### src/rtl/msg_sync_pkg.sv
package msg_sync_pkg;
  localparam int BYTE_W = 8;
  localparam int LEN_W  = 2 * BYTE_W;   // length field is two bytes
  localparam int HDR_N  = 6;            // bytes before payload: sync x2, class, id, len x2
  localparam int TAIL_N = 2;            // trailing check bytes

  localparam logic [BYTE_W-1:0] CODE_FILL  = 8'hFF;
  localparam logic [BYTE_W-1:0] CODE_TEXT  = 8'h24;
  localparam logic [BYTE_W-1:0] CODE_SYNCA = 8'hB5;
  localparam logic [BYTE_W-1:0] CODE_SYNCB = 8'h62;
  localparam logic [BYTE_W-1:0] CODE_EOL   = 8'h0A;

  typedef enum logic {
    KIND_TEXT = 1'b0,
    KIND_BIN  = 1'b1
  } msg_kind_e;

  typedef enum logic [1:0] {
    ST_HUNT  = 2'd0,
    ST_SYNCB = 2'd1,
    ST_TEXT  = 2'd2,
    ST_BIN   = 2'd3
  } sync_state_e;

  typedef struct packed {
    msg_kind_e         kind;
    logic              som;
    logic              last;
    logic [BYTE_W-1:0] data;
  } beat_t;
endpackage

### src/rtl/msg_sync_decode.sv
module msg_sync_decode
  import msg_sync_pkg::*;
(
  input  logic [BYTE_W-1:0] byte_i,
  output logic              is_fill,
  output logic              is_text,
  output logic              is_synca,
  output logic              is_syncb,
  output logic              is_eol
);
  always_comb begin
    is_fill  = (byte_i == CODE_FILL);
    is_text  = (byte_i == CODE_TEXT);
    is_synca = (byte_i == CODE_SYNCA);
    is_syncb = (byte_i == CODE_SYNCB);
    is_eol   = (byte_i == CODE_EOL);
  end
endmodule

### src/rtl/msg_sync_binlen.sv
module msg_sync_binlen
  import msg_sync_pkg::*;
(
  input  logic              clk,
  input  logic              rst,
  input  logic              start,   // sync byte A emitted (offset 0)
  input  logic              step,    // one later frame byte emitted
  input  logic [BYTE_W-1:0] data,
  output logic              at_end   // the byte offered now is the frame's last
);
  localparam int HW    = $clog2(HDR_N + 1);
  localparam int CNT_W = LEN_W + 1;
  localparam logic [HW-1:0] OFS_LO = HW'(HDR_N - 2);
  localparam logic [HW-1:0] OFS_HI = HW'(HDR_N - 1);
  localparam logic [HW-1:0] OFS_PL = HW'(HDR_N);

  logic [HW-1:0]     hdr;
  logic [BYTE_W-1:0] len_lo;
  logic [CNT_W-1:0]  remain;

  always_ff @(posedge clk) begin
    if (rst) begin
      hdr    <= '0;
      len_lo <= '0;
      remain <= '0;
    end else if (start) begin
      hdr <= HW'(1);
    end else if (step) begin
      if (hdr != OFS_PL) begin
        if (hdr == OFS_LO) len_lo <= data;
        if (hdr == OFS_HI) remain <= CNT_W'({data, len_lo}) + CNT_W'(TAIL_N);
        hdr <= hdr + HW'(1);
      end else begin
        remain <= remain - CNT_W'(1);
      end
    end
  end

  assign at_end = (hdr == OFS_PL) && (remain == CNT_W'(1));
endmodule

### src/rtl/msg_sync_obuf.sv
module msg_sync_obuf
  import msg_sync_pkg::*;
(
  input  logic  clk,
  input  logic  rst,
  input  logic  load,
  input  beat_t d,
  input  logic  take,
  output logic  valid,
  output beat_t q,
  output logic  free
);
  assign free = !valid || take;

  always_ff @(posedge clk) begin
    if (rst) begin
      valid <= 1'b0;
      q     <= '0;
    end else if (free) begin
      valid <= load;
      if (load) q <= d;
    end
  end
endmodule

### src/rtl/msg_sync.sv
module msg_sync
  import msg_sync_pkg::*;
(
  input  logic              clk,
  input  logic              rst,
  input  logic              in_valid,
  input  logic [BYTE_W-1:0] in_data,
  output logic              in_ready,
  output logic              out_valid,
  output logic [BYTE_W-1:0] out_data,
  output logic              out_som,
  output logic              out_type,
  output logic              out_last,
  input  logic              out_ready,
  output logic              err_stray
);
  sync_state_e st, st_n;
  logic  is_fill, is_text, is_synca, is_syncb, is_eol;
  logic  out_free, in_fire, emit, err_c, len_start, len_step, bin_end;
  beat_t nb, ob;

  msg_sync_decode u_dec (
    .byte_i(in_data), .is_fill(is_fill), .is_text(is_text),
    .is_synca(is_synca), .is_syncb(is_syncb), .is_eol(is_eol)
  );

  msg_sync_binlen u_len (
    .clk(clk), .rst(rst), .start(len_start), .step(len_step),
    .data(in_data), .at_end(bin_end)
  );

  msg_sync_obuf u_obuf (
    .clk(clk), .rst(rst), .load(emit), .d(nb), .take(out_ready),
    .valid(out_valid), .q(ob), .free(out_free)
  );

  // the held sync byte A is resolved without consuming the next byte
  assign in_ready = out_free && (st != ST_SYNCB);
  assign in_fire  = in_valid && in_ready;

  always_comb begin
    st_n      = st;
    emit      = 1'b0;
    err_c     = 1'b0;
    len_start = 1'b0;
    len_step  = 1'b0;
    nb.kind   = KIND_TEXT;
    nb.som    = 1'b0;
    nb.last   = 1'b0;
    nb.data   = in_data;
    unique case (st)
      ST_HUNT: if (in_fire) begin
        if (is_text) begin
          emit   = 1'b1;
          nb.som = 1'b1;
          st_n   = ST_TEXT;
        end else if (is_synca) begin
          st_n = ST_SYNCB;
        end else if (!is_fill) begin
          err_c = 1'b1;
        end
      end
      ST_SYNCB: if (in_valid) begin
        if (is_syncb) begin
          if (out_free) begin
            emit      = 1'b1;
            nb.kind   = KIND_BIN;
            nb.som    = 1'b1;
            nb.data   = CODE_SYNCA;
            len_start = 1'b1;
            st_n      = ST_BIN;
          end
        end else begin
          err_c = 1'b1;
          st_n  = ST_HUNT;
        end
      end
      ST_TEXT: if (in_fire) begin
        emit    = 1'b1;
        nb.last = is_eol;
        if (is_eol) st_n = ST_HUNT;
      end
      ST_BIN: if (in_fire) begin
        emit     = 1'b1;
        len_step = 1'b1;
        nb.kind  = KIND_BIN;
        nb.last  = bin_end;
        if (bin_end) st_n = ST_HUNT;
      end
      default: st_n = ST_HUNT;
    endcase
  end

  always_ff @(posedge clk) begin
    if (rst) begin
      st        <= ST_HUNT;
      err_stray <= 1'b0;
    end else begin
      st        <= st_n;
      err_stray <= err_c;
    end
  end

  assign out_data = ob.data;
  assign out_som  = ob.som;
  assign out_type = ob.kind;
  assign out_last = ob.last;
endmodule

### config.mk
export PLATFORM = sky130hd
export DESIGN_NAME = msg_sync
export DESIGN_NICKNAME = d
export VERILOG_FILES = /design/src/rtl/msg_sync_pkg.sv /design/src/rtl/msg_sync_decode.sv /design/src/rtl/msg_sync_binlen.sv /design/src/rtl/msg_sync_obuf.sv /design/src/rtl/msg_sync.sv
export SDC_FILE = /design/constraint.sdc
export NUM_CORES = 1
export LEC_CHECK = 0
export BUFFER_PORTS_ARGS = -buffer_cell sky130_fd_sc_hd__buf_2
export CAP_MARGIN = 20
export CELL_PAD_IN_SITES_DETAIL_PLACEMENT = 0
export CELL_PAD_IN_SITES_GLOBAL_PLACEMENT = 1
export CORE_UTILIZATION = 30
export CTS_CLUSTER_SIZE = 40
export DETAILED_ROUTE_END_ITERATION = 10
export GPL_TIMING_DRIVEN = 1
export PLACE_DENSITY = 0.59
export SLEW_MARGIN = 25
export SYNTH_ARGS = -nofsm -noshare
export SYNTH_HDL_FRONTEND = slang
export SYNTH_SLANG_ARGS = --single-unit
export TNS_END_PERCENT = 30
### constraint.sdc
create_clock -name clk -period 2.7 [get_ports clk]
set_input_delay 0.135 -clock clk [delete_from_list [all_inputs] [get_ports clk]]
set_output_delay 0.135 -clock clk [all_outputs]
set_load 0.02 [all_outputs]
==> flow_metrics.py <==
metrics = {
    "placement": {
        "portBuffers": 25,
        "gp_congestion": 0.7485,
        "hpwl_um": 5101,
    },
    "routing": {
        "ant_nets": 0,
        "finalWirelength_um": 7152,
        "num_vias": 2464,
        "vias_per_cell": 5.368,
        "drtPass1Iterations": 6,
        "drc_errors": 0,
        "wire_per_inst_um": 15.58,
        "first_iter_violations": 119,
    },
    "synth": {
        "ys_ff_latch": 43,
        "synth_compound_area_share_pct": 19.73,
        "synthSimpleGateAreaFrac_pct": 28.93,
        "yosys_warnings": 0,
        "ys_seq_area_share_pct": 32.79,
        "synth.cell_area_sq_mm": 0.002625,
        "yosysTopAreaCell": "dfxtp_1",
        "synth.distinct_cells": 55,
        "synth_mux_area_share_pct": 4.194,
        "ys.flop_type": "dfxtp_1",
        "syn_area_per_cell_sq_um": 7.883,
        "synth_top_family_by_area": "simple AND/OR/NAND/NOR gates",
        "yosys-top-cells-area": "dfxtp_1, nor2_1, a21oi_1",
        "synth_top_area_share_pct": 32.79,
        "synthCells": 333,
        "synth_edf_count": 0,
        "synth_fa_ha_area_share_pct": 3.337,
        "synth-xor-area-share_pct": 4.671,
        "ys_async_sr_fraction_pct": 0,
        "synthesis.nets": 352,
    },
    "floorplanning": {
        "fp.dieArea_sq_mm": 0.009128,
        "die_w_um": 95.54,
        "io_pins": 26,
        "num_rows": 33,
        "die_height_um": 95.54,
        "start_util_pct": 31.47,
        "coreArea_sq_mm": 0.008341,
    },
    "clock_network": {
        "cts_setup_buffers": 0,
        "cts_buffers": 5,
        "htreeDepth": 2,
        "insertion_delay_ns": 0.30,
        "ctsResizeCount": 0,
        "cts.sinks": 43,
        "clk_transition_reported_paths_ns": 0.09,
        "clockBufferDepth": 2,
        "cts_tree": "yes",
        "hold_buffers": 0,
        "root_buffer": "clkbuf_8",
    },
    "pwr": {
        "total_power_mw": 1.140,
        "vdd_drop_max_mv": 0.1962,
        "power.leakage_nw": 1.047,
        "power_density_mw_per_mm2": 389.3,
    },
    "finish": {
        "final_common_cell": "dfxtp_1",
        "drive_above_1_share_pct": 15.25,
        "final_nets": 372,
        "insertedDiodeCount": 0,
        "final_cell_mix": "dfxtp_1, nor2_1, buf_2, nand2_1, a21oi_1",
        "area_delta_synth_final_pct": 11.53,
    },
    "timing": {
        "tightest_slew_ns": 0.5482,
        "fin_skew_ns": 0.004603,
        "hold_ws_ns": 0.1320,
        "rsz0062_at_grt": "no",
        "min_period_ns": 2.203,
        "period_share_pct": 81.58,
        "final_hold_viol_count": 0,
        "finalSetupViolCount": 0,
        "max_freq_mhz": 454.0,
        "max_slew_margin_pct": 63.43,
        "fin_tns_setup_ns": 0,
        "drv_slew": 0,
    },
    "global_route": {
        "grt_max_degree": 39,
        "grt_pass1_wl_um": 11540,
        "grtUsageTotal_pct": 16.72,
        "first_global_vias": 2260,
        "antenna_found_initial": 0,
        "overflow": 0,
    },
    "critical_path": {
        "cp-start-kind": "flip-flop",
        "r2r-end": "st[0]",
        "required_ns": 2.87,
        "ff2ff_path_depth": 5,
        "r2r_start": "u_len.remain[11]",
        "critical_path_class": "flip-flop to flip-flop",
        "reg2reg_slack_ns": 0.50,
        "cp_max_fo": 6,
        "end_kind": "flip-flop",
        "arrival_ns": 2.38,
    },
    "min_path": {
        "min_from": "in_data[6]",
        "hold_path.class": "input port to flip-flop",
        "hold_end": "u_len.len_lo[6]",
        "min_path_cells": 3,
    },
    "outcome": {
        "outcome": "finished, final reports clean",
    },
    "job": {
        "max_cap_violations": 0,
    },
}
-- cell usage after synthesis, types with 2 or more instances --
cell        n
a211oi_1    9
a211oi_2    2
a21oi_1    23
a31oi_1     3
and3_1      2
and4_1      2
buf_6       3
clkbuf_1   18
dfxtp_1    43
ha_1        7
inv_1      11
mux2i_1    11
nand2_1    23
nand2b_1    3
nand3_1    18
nand4_1     3
nand4bb_1   2
nor2_1     42
nor2_2      2
nor3_1     20
nor3b_1     2
nor4_1     10
o211ai_1    2
o21ai_0    19
o22ai_1     3
o311a_1     2
o31ai_1     2
o32ai_1     2
or3_1       3
or3_4       2
or4_1       3
xnor2_1     6
xor2_1      8
-- state kept, by name (all words and copies together), names as in the netlist --
signal	cells
u_len.remain	17
u_len.len_lo	8
err_stray	1
u_obuf.valid	1
u_len.hdr	3
st	2
u_obuf.q	11
-- metal layers --
metal,part of all wire [%],GRT usage (%),vias to the layer above
met5,0,0,-
met4,1.8,6.095,0
met3,3.1,2.791,11
met2,45,25.89,40
met1,50,23.15,1156
li1,-,-,1257
-- cell type report --
cell class	count	area (sq um)
tap	105	131.4
fill	922	5413
timing repair buffer	35	200.2
sequential	43	860.8
inverter	12	45.04
multi-input combinational	256	1598
clock buffer	5	68.82
clock inverter	3	23.77
-- power breakdown --
| group | total (mW) | switching [mW] | internal [mW] | leakage [nW] |
|---|---|---|---|---|
| sequential | 0.635 | 0.000490 | 0.635 | 0.346 |
| clock | 0.437 | 0.251 | 0.185 | 0.0408 |
| combinational | 0.0680 | 0.0478 | 0.0201 | 0.660 |
-- worst max-delay path by stage --
stage | end | cells past startpoint | from | slack, ns
after floorplan | st[0] | 5 | u_len.remain[11] | 0.64
after global placement | st[0] | 5 | u_len.remain[11] | 0.53
after detailed placement | st[0] | 5 | u_len.remain[11] | 0.52
after CTS | st[0] | 5 | u_len.remain[11] | 0.50
after global routing | st[0] | 5 | u_len.remain[11] | 0.36
final | st[0] | 5 | u_len.remain[11] | 0.50
-- worst max-delay path: stages (launching register included) --
cell and delay, ns:
dfxtp_1 0.36, or3_4 0.43, or4_1 0.45, o311a_1 0.39, o41ai_1 0.33, a21oi_1 0.11
-- cell families after synthesis --
logic type               count (synthesis)
AND/OR/NAND/NOR                        145
flip-flops                              43
buffers and inverters                   34
XOR/XNOR                                14
multiplexers                            11
adder cells (fa/ha/maj)                  7
AO/OA/AOI/OAI                           79
-- metrics by stage --
stage | util (%) | cell area, sq um | cells | worst slack [ns]
final | 35.10 | 2928 | 459 | 0.4974
after floorplan | - | 2625 | 333 | 0.6393
after detailed placement | 33.99 | 2835 | 451 | 0.5200
after global placement | 33.99 | 2835 | 451 | 0.5281
after CTS | 35.10 | 2928 | 459 | 0.4984
after global routing | 35.10 | 2928 | 459 | 0.3641
Power figures use the tool's default switching activity.
